`src/rtl/ssq_pkg.sv`:
```
// Shared types of the soft-start sequencer: controller state and ramp command.
package ssq_pkg;

    typedef enum logic [2:0] {
        SQ_OFF     = 3'd0,
        SQ_START   = 3'd1,
        SQ_RUN     = 3'd2,
        SQ_TRIP_UP = 3'd3,
        SQ_TRIP_DN = 3'd4
    } sq_state_t;

    typedef enum logic [1:0] {
        RC_HOLD  = 2'd0,
        RC_CLEAR = 2'd1,
        RC_UP    = 2'd2,
        RC_DOWN  = 2'd3
    } ramp_cmd_t;

endpackage

```
`src/rtl/ssq_ramp.sv`:
```
// Ramp counter emulating the soft-start capacitor.
// Rises by CHG on each tick when commanded up, saturating at CEIL.
// Falls by DIS on each tick when commanded down, stopping at FLOOR.
// Assumes a down command is only issued while ramp >= FLOOR.
module ssq_ramp
    import ssq_pkg::*;
#(
    parameter int          W     = 10,
    parameter int unsigned CHG   = 2,
    parameter int unsigned DIS   = 1,
    parameter int unsigned CEIL  = 400,
    parameter int unsigned FLOOR = 50
) (
    input  logic            clk,
    input  logic            rst_n,
    input  logic            tick,
    input  ramp_cmd_t       cmd,
    output logic [W-1:0]    ramp
);

    logic [W-1:0] ramp_d;
    int unsigned  cur_v;
    int unsigned  up_v;

    // Next ramp level for the current command.
    always_comb begin
        cur_v  = 32'(ramp);
        up_v   = cur_v + CHG;
        ramp_d = ramp;
        unique case (cmd)
            RC_CLEAR: ramp_d = '0;
            RC_UP: begin
                if (tick) begin
                    ramp_d = (up_v >= CEIL) ? W'(CEIL) : W'(up_v);
                end
            end
            RC_DOWN: begin
                if (tick) begin
                    ramp_d = (cur_v >= FLOOR + DIS) ? W'(cur_v - DIS) : W'(FLOOR);
                end
            end
            default: ramp_d = ramp;
        endcase
    end

    // Ramp register with synchronous reset.
    always_ff @(posedge clk) begin
        if (!rst_n) begin
            ramp <= '0;
        end else begin
            ramp <= ramp_d;
        end
    end

    AST_RAMP_CEIL: assert property (@(posedge clk) disable iff (!rst_n)
        32'(ramp) <= CEIL);
    AST_RAMP_IDLE: assert property (@(posedge clk) disable iff (!rst_n)
        (!tick && cmd != RC_CLEAR) |=> $stable(ramp));
    AST_RAMP_FALL: assert property (@(posedge clk) disable iff (!rst_n)
        (cmd == RC_DOWN && tick && 32'(ramp) > FLOOR) |=> ramp < $past(ramp));
    AST_RAMP_CLEAR: assert property (@(posedge clk) disable iff (!rst_n)
        (cmd == RC_CLEAR) |=> ramp == '0);

endmodule

```
`src/rtl/ssq_level.sv`:
```
// Threshold compares of the ramp against the low-side, high-side and ceiling levels.
// Index 0 is the low-side level, 1 the high-side level, 2 the ceiling.
// Assumes the three levels ascend.
module ssq_level #(
    parameter int          W   = 10,
    parameter int unsigned LS  = 50,
    parameter int unsigned HS  = 100,
    parameter int unsigned TOP = 400
) (
    input  logic [W-1:0] ramp,
    output logic [2:0]   ge,
    output logic [2:0]   eq
);

    localparam int unsigned NLVL = 3;
    localparam int unsigned LVL [NLVL] = '{LS, HS, TOP};

    // One comparator pair per level.
    for (genvar g = 0; g < NLVL; g++) begin : g_cmp
        assign ge[g] = (32'(ramp) >= LVL[g]);
        assign eq[g] = (32'(ramp) == LVL[g]);
    end

endmodule

```
`src/rtl/ssq_fsm.sv`:
```
// Sequencing state machine. Chooses the ramp command and tracks hiccup status.
// Supply loss and inhibit take priority over over-current, which takes priority over completion.
module ssq_fsm
    import ssq_pkg::*;
(
    input  logic      clk,
    input  logic      rst_n,
    input  logic      vcc_ok,
    input  logic      ocs_ok,
    input  logic      inhibit,
    input  logic      oc_flag,
    input  logic      at_target,
    input  logic      ge_hs,
    input  logic      eq_ls,
    input  logic      eq_top,
    output sq_state_t state,
    output ramp_cmd_t cmd,
    output logic      hiccup
);

    sq_state_t state_d;
    logic      hic_d;
    logic      forced_off;

    assign forced_off = !vcc_ok || !ocs_ok || inhibit;

    // Next state, next hiccup flag and the ramp command for this cycle.
    always_comb begin
        state_d = state;
        hic_d   = hiccup;
        cmd     = RC_HOLD;
        if (forced_off) begin
            state_d = SQ_OFF;
            hic_d   = 1'b0;
            cmd     = RC_CLEAR;
        end else begin
            unique case (state)
                SQ_OFF: state_d = SQ_START;
                SQ_START: begin
                    cmd = RC_UP;
                    if (oc_flag) begin
                        state_d = SQ_TRIP_UP;
                        hic_d   = 1'b1;
                    end else if (at_target && ge_hs) begin
                        state_d = SQ_RUN;
                        hic_d   = 1'b0;
                    end
                end
                SQ_RUN: begin
                    cmd = RC_UP;
                    if (oc_flag) begin
                        state_d = SQ_TRIP_UP;
                        hic_d   = 1'b1;
                    end
                end
                SQ_TRIP_UP: begin
                    cmd = RC_UP;
                    if (eq_top) state_d = SQ_TRIP_DN;
                end
                SQ_TRIP_DN: begin
                    cmd = RC_DOWN;
                    if (eq_ls) state_d = SQ_START;
                end
                default: state_d = SQ_OFF;
            endcase
        end
    end

    // State and hiccup registers with synchronous reset.
    always_ff @(posedge clk) begin
        if (!rst_n) begin
            state  <= SQ_OFF;
            hiccup <= 1'b0;
        end else begin
            state  <= state_d;
            hiccup <= hic_d;
        end
    end

    AST_TRIP_TURNS: assert property (@(posedge clk) disable iff (!rst_n)
        (state == SQ_TRIP_UP && eq_top && !forced_off) |=> state == SQ_TRIP_DN);
    AST_RESTART_AT_FLOOR: assert property (@(posedge clk) disable iff (!rst_n)
        (state == SQ_TRIP_DN && eq_ls && !forced_off) |=> state == SQ_START);
    AST_TRIP_FLAGS: assert property (@(posedge clk) disable iff (!rst_n)
        (state == SQ_TRIP_UP || state == SQ_TRIP_DN) |-> hiccup);

endmodule

```
`src/rtl/softstart_seq.sv`:
```
// Soft-start and hiccup sequencer top.
// The ramp counter emulates the soft-start capacitor. The threshold compares stage the
// low-side and high-side enables. The state machine handles supply loss, inhibit and
// over-current retry. Outputs are decoded from registered state and ramp only.
module softstart_seq
    import ssq_pkg::*;
#(
    parameter int          RAMP_W   = 10,
    parameter int unsigned CHG_STEP = 2,
    parameter int unsigned DIS_STEP = 1,
    parameter int unsigned LS_LVL   = 50,
    parameter int unsigned HS_LVL   = 100,
    parameter int unsigned TOP_LVL  = 400
) (
    input  logic              clk,
    input  logic              rst_n,
    input  logic              tick,
    input  logic              vcc_ok,
    input  logic              ocs_ok,
    input  logic              oc_flag,
    input  logic              inhibit,
    input  logic              at_target,
    output logic [RAMP_W-1:0] ramp,
    output logic              ls_en,
    output logic              hs_en,
    output logic              clamp_rel,
    output logic              hiccup
);

    localparam int IDX_LS  = 0;
    localparam int IDX_HS  = 1;
    localparam int IDX_TOP = 2;

    sq_state_t state;
    ramp_cmd_t cmd;
    logic [2:0] ge;
    logic [2:0] eq;
    logic       active;

    ssq_ramp #(
        .W(RAMP_W), .CHG(CHG_STEP), .DIS(DIS_STEP), .CEIL(TOP_LVL), .FLOOR(LS_LVL)
    ) ramp_i (
        .clk(clk), .rst_n(rst_n), .tick(tick), .cmd(cmd), .ramp(ramp)
    );

    ssq_level #(
        .W(RAMP_W), .LS(LS_LVL), .HS(HS_LVL), .TOP(TOP_LVL)
    ) level_i (
        .ramp(ramp), .ge(ge), .eq(eq)
    );

    ssq_fsm fsm_i (
        .clk(clk), .rst_n(rst_n), .vcc_ok(vcc_ok), .ocs_ok(ocs_ok),
        .inhibit(inhibit), .oc_flag(oc_flag), .at_target(at_target),
        .ge_hs(ge[IDX_HS]), .eq_ls(eq[IDX_LS]), .eq_top(eq[IDX_TOP]),
        .state(state), .cmd(cmd), .hiccup(hiccup)
    );

    // Output decode: switches only while starting or running.
    assign active    = (state == SQ_START) || (state == SQ_RUN);
    assign ls_en     = active && ge[IDX_LS];
    assign hs_en     = active && ge[IDX_HS];
    assign clamp_rel = (state == SQ_RUN);

    AST_HS_NEEDS_LS: assert property (@(posedge clk) disable iff (!rst_n)
        hs_en |-> ls_en);
    AST_CLAMP_NEEDS_HS: assert property (@(posedge clk) disable iff (!rst_n)
        clamp_rel |-> hs_en);
    AST_OC_CUTS: assert property (@(posedge clk) disable iff (!rst_n)
        (oc_flag && active && vcc_ok && ocs_ok && !inhibit)
        |=> (!ls_en && !hs_en && !clamp_rel && hiccup));
    AST_SUPPLY_CUTS: assert property (@(posedge clk) disable iff (!rst_n)
        (!vcc_ok || !ocs_ok) |=> (ramp == '0 && !ls_en && !hs_en && !hiccup));
    AST_INHIBIT_CUTS: assert property (@(posedge clk) disable iff (!rst_n)
        inhibit |=> (ramp == '0 && !ls_en && !hs_en));

endmodule

```
`config.mk`:
```
export PLATFORM = sky130hd
export DESIGN_NAME = softstart_seq
export DESIGN_NICKNAME = d
export VERILOG_FILES = /design/src/rtl/ssq_pkg.sv /design/src/rtl/ssq_ramp.sv /design/src/rtl/ssq_level.sv /design/src/rtl/ssq_fsm.sv /design/src/rtl/softstart_seq.sv
export SDC_FILE = /design/constraint.sdc
export NUM_CORES = 1
export LEC_CHECK = 0
export BUFFER_PORTS_ARGS = -buffer_cell sky130_fd_sc_hd__buf_2
export CORE_MARGIN = 1.5
export CORE_UTILIZATION = 45
export DETAILED_ROUTE_END_ITERATION = 10
export PLACE_DENSITY = 0.74
export SLEW_MARGIN = 20
export SYNTH_ARGS = -nofsm -noshare
export SYNTH_HDL_FRONTEND = slang
export SYNTH_SLANG_ARGS = --single-unit
```
`constraint.sdc`:
```
create_clock -name clk -period 4.1 [get_ports clk]
set_input_delay 0.41 -clock clk [delete_from_list [all_inputs] [get_ports clk]]
set_output_delay 0.41 -clock clk [all_outputs]
set_load 0.01 [all_outputs]
```
# == Yosys cells after proc, flatten, opt, wreduce, memory -nomap -nowiden ==
# Index checks and enable logic that the tools add are counted.
# totals
input_bits,8
out_inout_bits,14
regBits,14
elab_cells,58
# op_classes
reduce_logical,16
n_bitwise,1
n_mux,17
n_eq_ne,15
add_sub_neg,2
n_lt_le_gt_ge,4
# op_table
cell,count
$mux W10,4
$ge A32 B9 Y1 const B,1
$pmux W10 S3,1
$ge A10 B6 Y1 const B,2
$mux W3,5
$pmux W3 S5,1
$add A10 B2 Y11 const B,1
$eq A10 B6 Y1 const B,1
$eq A10 B9 Y1 const B,1
$ge A10 B7 Y1 const B,1
$sub A10 B1 Y10 const B,1
$eq A3 B2 Y1 const B,2
$ne A2 B2 Y1 const B,3
$reduce_and A3 Y1,2
$eq A2 B2 Y1 const B,2
$ne A2 B1 Y1 const B,2
$pmux W2 S2,1
$reduce_and A4 Y1,1
$eq A3 B1 Y1 const B,1
$eq A3 B3 Y1 const B,1
$logic_and A1 B1 Y1,3
$logic_not A3 Y1,1
$logic_or A1 B1 Y1,3
$mux W1,3
other kinds (10),11

# == Depth between registers and ports, before layout ==
# depth
depth_word,7
mapped_depth,8
ltp_nobuf,8

# == Hierarchy ==
# From an unflattened synthesis, not the netlist that was laid out.
# hier_totals
cells_unflattened,193
area_unflattened_um2,1451.4
# by_module_without_submodules
module,cells_per_inst,instances,area_each_um2
ssq_ramp,140,1,1036.0
ssq_fsm,34,1,265.3
ssq_level,15,1,118.9
softstart_seq,4,1,31.3

# == Worst setup path after synthesis ==
# Ideal clock, no wire load.
# synth_timing
path_type,reg2reg
startpoint,register ramp_i.ramp[2]
endpoint,register fsm_i.state[0]
path_buffers,1
period_less_slack_ps,2024
t_arrival_ps,1953
slack_ps,2076
stages_incl_launch_ff,7
path_cell_list,dfxtp_1 buf_2 or2_1 or4_4 a211o_1 a211o_1 a21oi_1
# synth_between
elab_chain_cells,4
# synth_rtl
item,line_no,text
start: declaration,ssq_ramp.sv:18,output logic [W-1:0] ramp
start signal: assignment,ssq_ramp.sv:51,ramp <= ramp_d;
$ge A10 B7 Y1,ssq_level.sv:20,assign ge[g] = (32'(ramp) >= LVL[g]);
$logic_and A1 B1 Y1,ssq_fsm.sv:44,end else if (at_target && ge_hs) begin
$ne A3 B2 Y1 (no source line),--,
$reduce_and A4 Y1 (no source line) (*),--,
end signal: assignment,ssq_fsm.sv:75,state <= state_d;
end: declaration,ssq_fsm.sv:16,"output sq_state_t state,"
# Every way passes the cells marked *; elsewhere a longest branch is shown, timed or not.
# A chain may end at the register's enable or synchronous reset.

# == Worst setup path after layout ==
# layout_timing
startpoint,register ramp_i.ramp[4]
endpoint,register ramp_i.ramp[6]
# layout_between
elab_chain_cells,5
# layout_rtl
item,line_no,text
$add A10 B2 Y11,ssq_ramp.sv:28,up_v = cur_v + CHG;
$ge A32 B9 Y1,ssq_ramp.sv:34,ramp_d = (up_v >= CEIL) ? W'(CEIL) : W'(up_v);
$mux W10,ssq_ramp.sv:34,
$mux W10,ssq_ramp.sv:33,if (tick) begin
$pmux W10 S3 (*),ssq_ramp.sv:30,unique case (cmd)
# Every way passes the cells marked *; elsewhere a longest branch is shown, timed or not. The select of a mux whose other input is x is not followed.

==> flow_summary.ini <==
[yosys]
syn_area_per_cell_um2 = 7.07
synth_warnings = 0
ys_seq_area_share_pct = 20.7
ys_top_cells_by_area = dfxtp_1 (21%), a21oi_1 (7.8%), ha_1 (6.5%), nor2_1 (5.3%), nand2_1 (5.0%)
synth_cells = 191
yosys-mux-area-fraction_pct = 0
synthXorXnorAreaFrac_pct = 3.24
synthSimpleGateAreaFrac_pct = 31.7
synth_top_family_by_area = simple AND/OR/NAND/NOR gates
synthArstFlopShare_pct = 0
synth.distinct_cells = 50
synthAdderAreaFrac_pct = 6.48
synth_compound_area_share_pct = 31.6
syn_nets = 206
netlist_area_mm2 = 0.00135
synth_top_area_share_pct = 20.7
synth_ff_type = dfxtp_1
synth_edf_count = 0
synth_seq_cells = 14
synth_area_leader_cell = dfxtp_1

[setup_path]
reg2reg_setup_slack_ps = 1670
critPathKind = flip-flop to flip-flop
rr_startpoint = ramp_i.ramp[4]
critPathArrivalTime_ps = 2610
r2r_cells = 6
worst-endpoint-required_ps = 4270
crit_path_start_kind = flip-flop
crit_fanout = 16
slowest_delay_ps = 670
crit_slowest_cell = dfxtp_1
r2r_end = ramp_i.ramp[6]
worst_setup_path_end_kind = flip-flop
path_cells = and4_2, xor2_1, a31oi_1, o21ai_0, o221a_2, nor3_1

[finish]
layout.cells.non_filler = 233
antenna_cells = 0
fin_area_mm2 = 0.00146
drive_gt1_share_pct = 17.3
layout.nets = 219
synthToLayoutAreaGrowth_pct = 7.69

[clock_tree]
cts_root_buf = clkbuf_4
clk_latency_ps = 300
post_cts_buffers = 0
clock-sinks = 14
ctsHoldBuffers = 0
cts_resized = 0
numCtsBuffers = 3
cts.clk_slew.worst_paths_ps = 90
cts.path.max_buffers = 2
htreeDepth = 1
cts_tree = built

[timing]
tns_ps = 0
setup_viol = 0
fin_crit_sh_pct = 59.4
fin_worst_skew_ps = 2.64
slew_headroom_pct = 46.5
setup_slack_ps = 1670
rsz0062_at_grt = false
final.min_clock_period_ps = 2430
hold_viol = 0
maxClockFrequency_mhz = 411
worst_slew_pin_slew_ps = 794
drv_slew = 0

[power_and_ir_drop]
intPower_mw = 0.177
p_clk_share_pct = 36.1
p_switching_mw = 0.0607
max-vdd-ir-drop_uv = 106
p_per_area_mw_per_mm2 = 163
p_leak_nw = 0.663
p_comb_share_pct = 6.3
switching_share_pct = 25.6
power_frac_seq_pct = 57.6

[place]
dpl.hpwl_mm = 2.61
finalWeightedCongestion = 0.900
dp.cells = 230
placed_area_mm2 = 0.00143
io_buffers = 21
dpl_worst_slack_ps = 1690

[worst_hold_path]
hold_path_end = ramp_i.ramp[0]
hp-start = rst_n
hold_class = input pin to flip-flop
holdPathStages = 3

[die]
std_cell_rows = 19
fp.dieW_um = 57.8
core_area_mm2 = 0.00281
initial_core_util_pct = 48.2
ioPinCount = 22
die_height_um = 57.8
dieArea_mm2 = 0.00334

[routing]
wl_per_cell_um = 15.6
drtPass1Iterations = 7
drt_iter0_drc = 98
vias = 1455
viasPerCell = 6.24
drcViolationCount = 2
drt_wl_total_mm = 3.63
ant_nets = 0

[global_route]
grt_overflow_total = 0
grt_pass1_wl_mm = 6.22
grt_max_degree = 17
antenna_found_initial = 0
grt_pass1_vias = 1298
grt_usage_pct = 23.6

[status]
violations = DRC
status = finished, violations left

[run]
cap_violations = 0
## layer usage
layer / wire length [um] / GRT usage (%)
met1: 1680 / 36.6
met4: 44 / 5.98
met3: 365 / 4.91
met2: 1540 / 32.8
met5: 0 / 0
## power groups by stage
stage                     Combinational (mW)  Sequential [mW]  Clock (mW)
after CTS                             0.0146            0.137      0.0870
after floorplan                      0.00862            0.139           0
after detailed placement              0.0145            0.140           0
final                                 0.0149            0.137      0.0857
after global placement                0.0145            0.140           0
after global routing                  0.0166            0.137      0.0916
## area by class of cell
cell class | count | area, um2
timing repair buffer | 21 | 105
fill | 282 | 1350
multi-input combinational | 158 | 986
inverter | 6 | 22.5
sequential | 14 | 280
tap | 31 | 38.8
clock buffer | 3 | 22.5
## cell usage after synthesis (3+ instances only)
library cell / n
o22ai_1: 4
xor2_1: 3
nor4_1: 6
clkbuf_1: 6
inv_1: 6
dfxtp_1: 14
buf_2: 5
and3_1: 5
a211o_1: 3
a21oi_1: 21
nor2_1: 19
ha_1: 7
nand3_1: 7
a31oi_1: 4
nand2_1: 18
o21ai_1: 3
o21ai_0: 11
nor3_1: 5
## worst max-delay path, delay by kind of cell (launching register included)
kind	cells	cell delay (ps)
AND/OR/NAND/NOR	2	420
flip-flops	1	670
AO/OA/AOI/OAI	3	1050
XOR/XNOR	1	160
## placed cells by master, fill, tap and decap left out, types with 2 or more instances in the layout
cell,instances
nand3_1,7
and2_1,2
a21o_1,2
and3_1,5
inv_1,6
nor4_1,6
o211a_1,2
or2_2,2
nand3b_1,2
clkbuf_4,3
nand2b_1,2
nand2_1,18
a31oi_1,4
nor3b_1,2
a211o_1,3
or4_4,2
o22ai_1,4
xnor2_1,2
buf_2,21
o21ai_0,11
nor2_1,19
o311ai_0,2
nor3_1,5
ha_1,7
o21bai_1,2
dfxtp_1,14
xor2_1,3
o21ai_1,3
or2_1,2
a21oi_1,21
## state kept, by name, indices dropped and copies added (netlist names)
name          cells
fsm_i.state       3
fsm_i.hiccup      1
ramp_i.ramp      10
## kinds of logic (layout without fill, tap and decap cells)
logic type,after synthesis,after routing
AOI/OAI and AO/OA,65,65
xor gates and xnor gates,5,5
adders and majority gates,7,7
DFF,14,14
buffers and inverters,19,30
and+or+nand+nor,81,81
## worst max path at each step
stage | startpoint | to
2_1_floorplan | ramp_i.ramp[2] | fsm_i.state[0]
3_3_place_gp | ramp_i.ramp[2] | ramp_i.ramp[6]
3_5_place_dp | ramp_i.ramp[2] | ramp_i.ramp[6]
4_1_cts | ramp_i.ramp[4] | ramp_i.ramp[6]
5_1_grt | ramp_i.ramp[2] | ramp_i.ramp[5]
6_report | ramp_i.ramp[4] | ramp_i.ramp[6]
## stage by stage
step	power (mW)	utilization, %	hold WS, ps
floorplan	0.148	-	495
global placement	0.155	51.1	462
detailed placement	0.155	51.1	471
CTS	0.238	51.9	365
global route	0.245	51.9	373
finish	0.237	51.9	379
No activity file was read; power rests on OpenSTA's default activity.
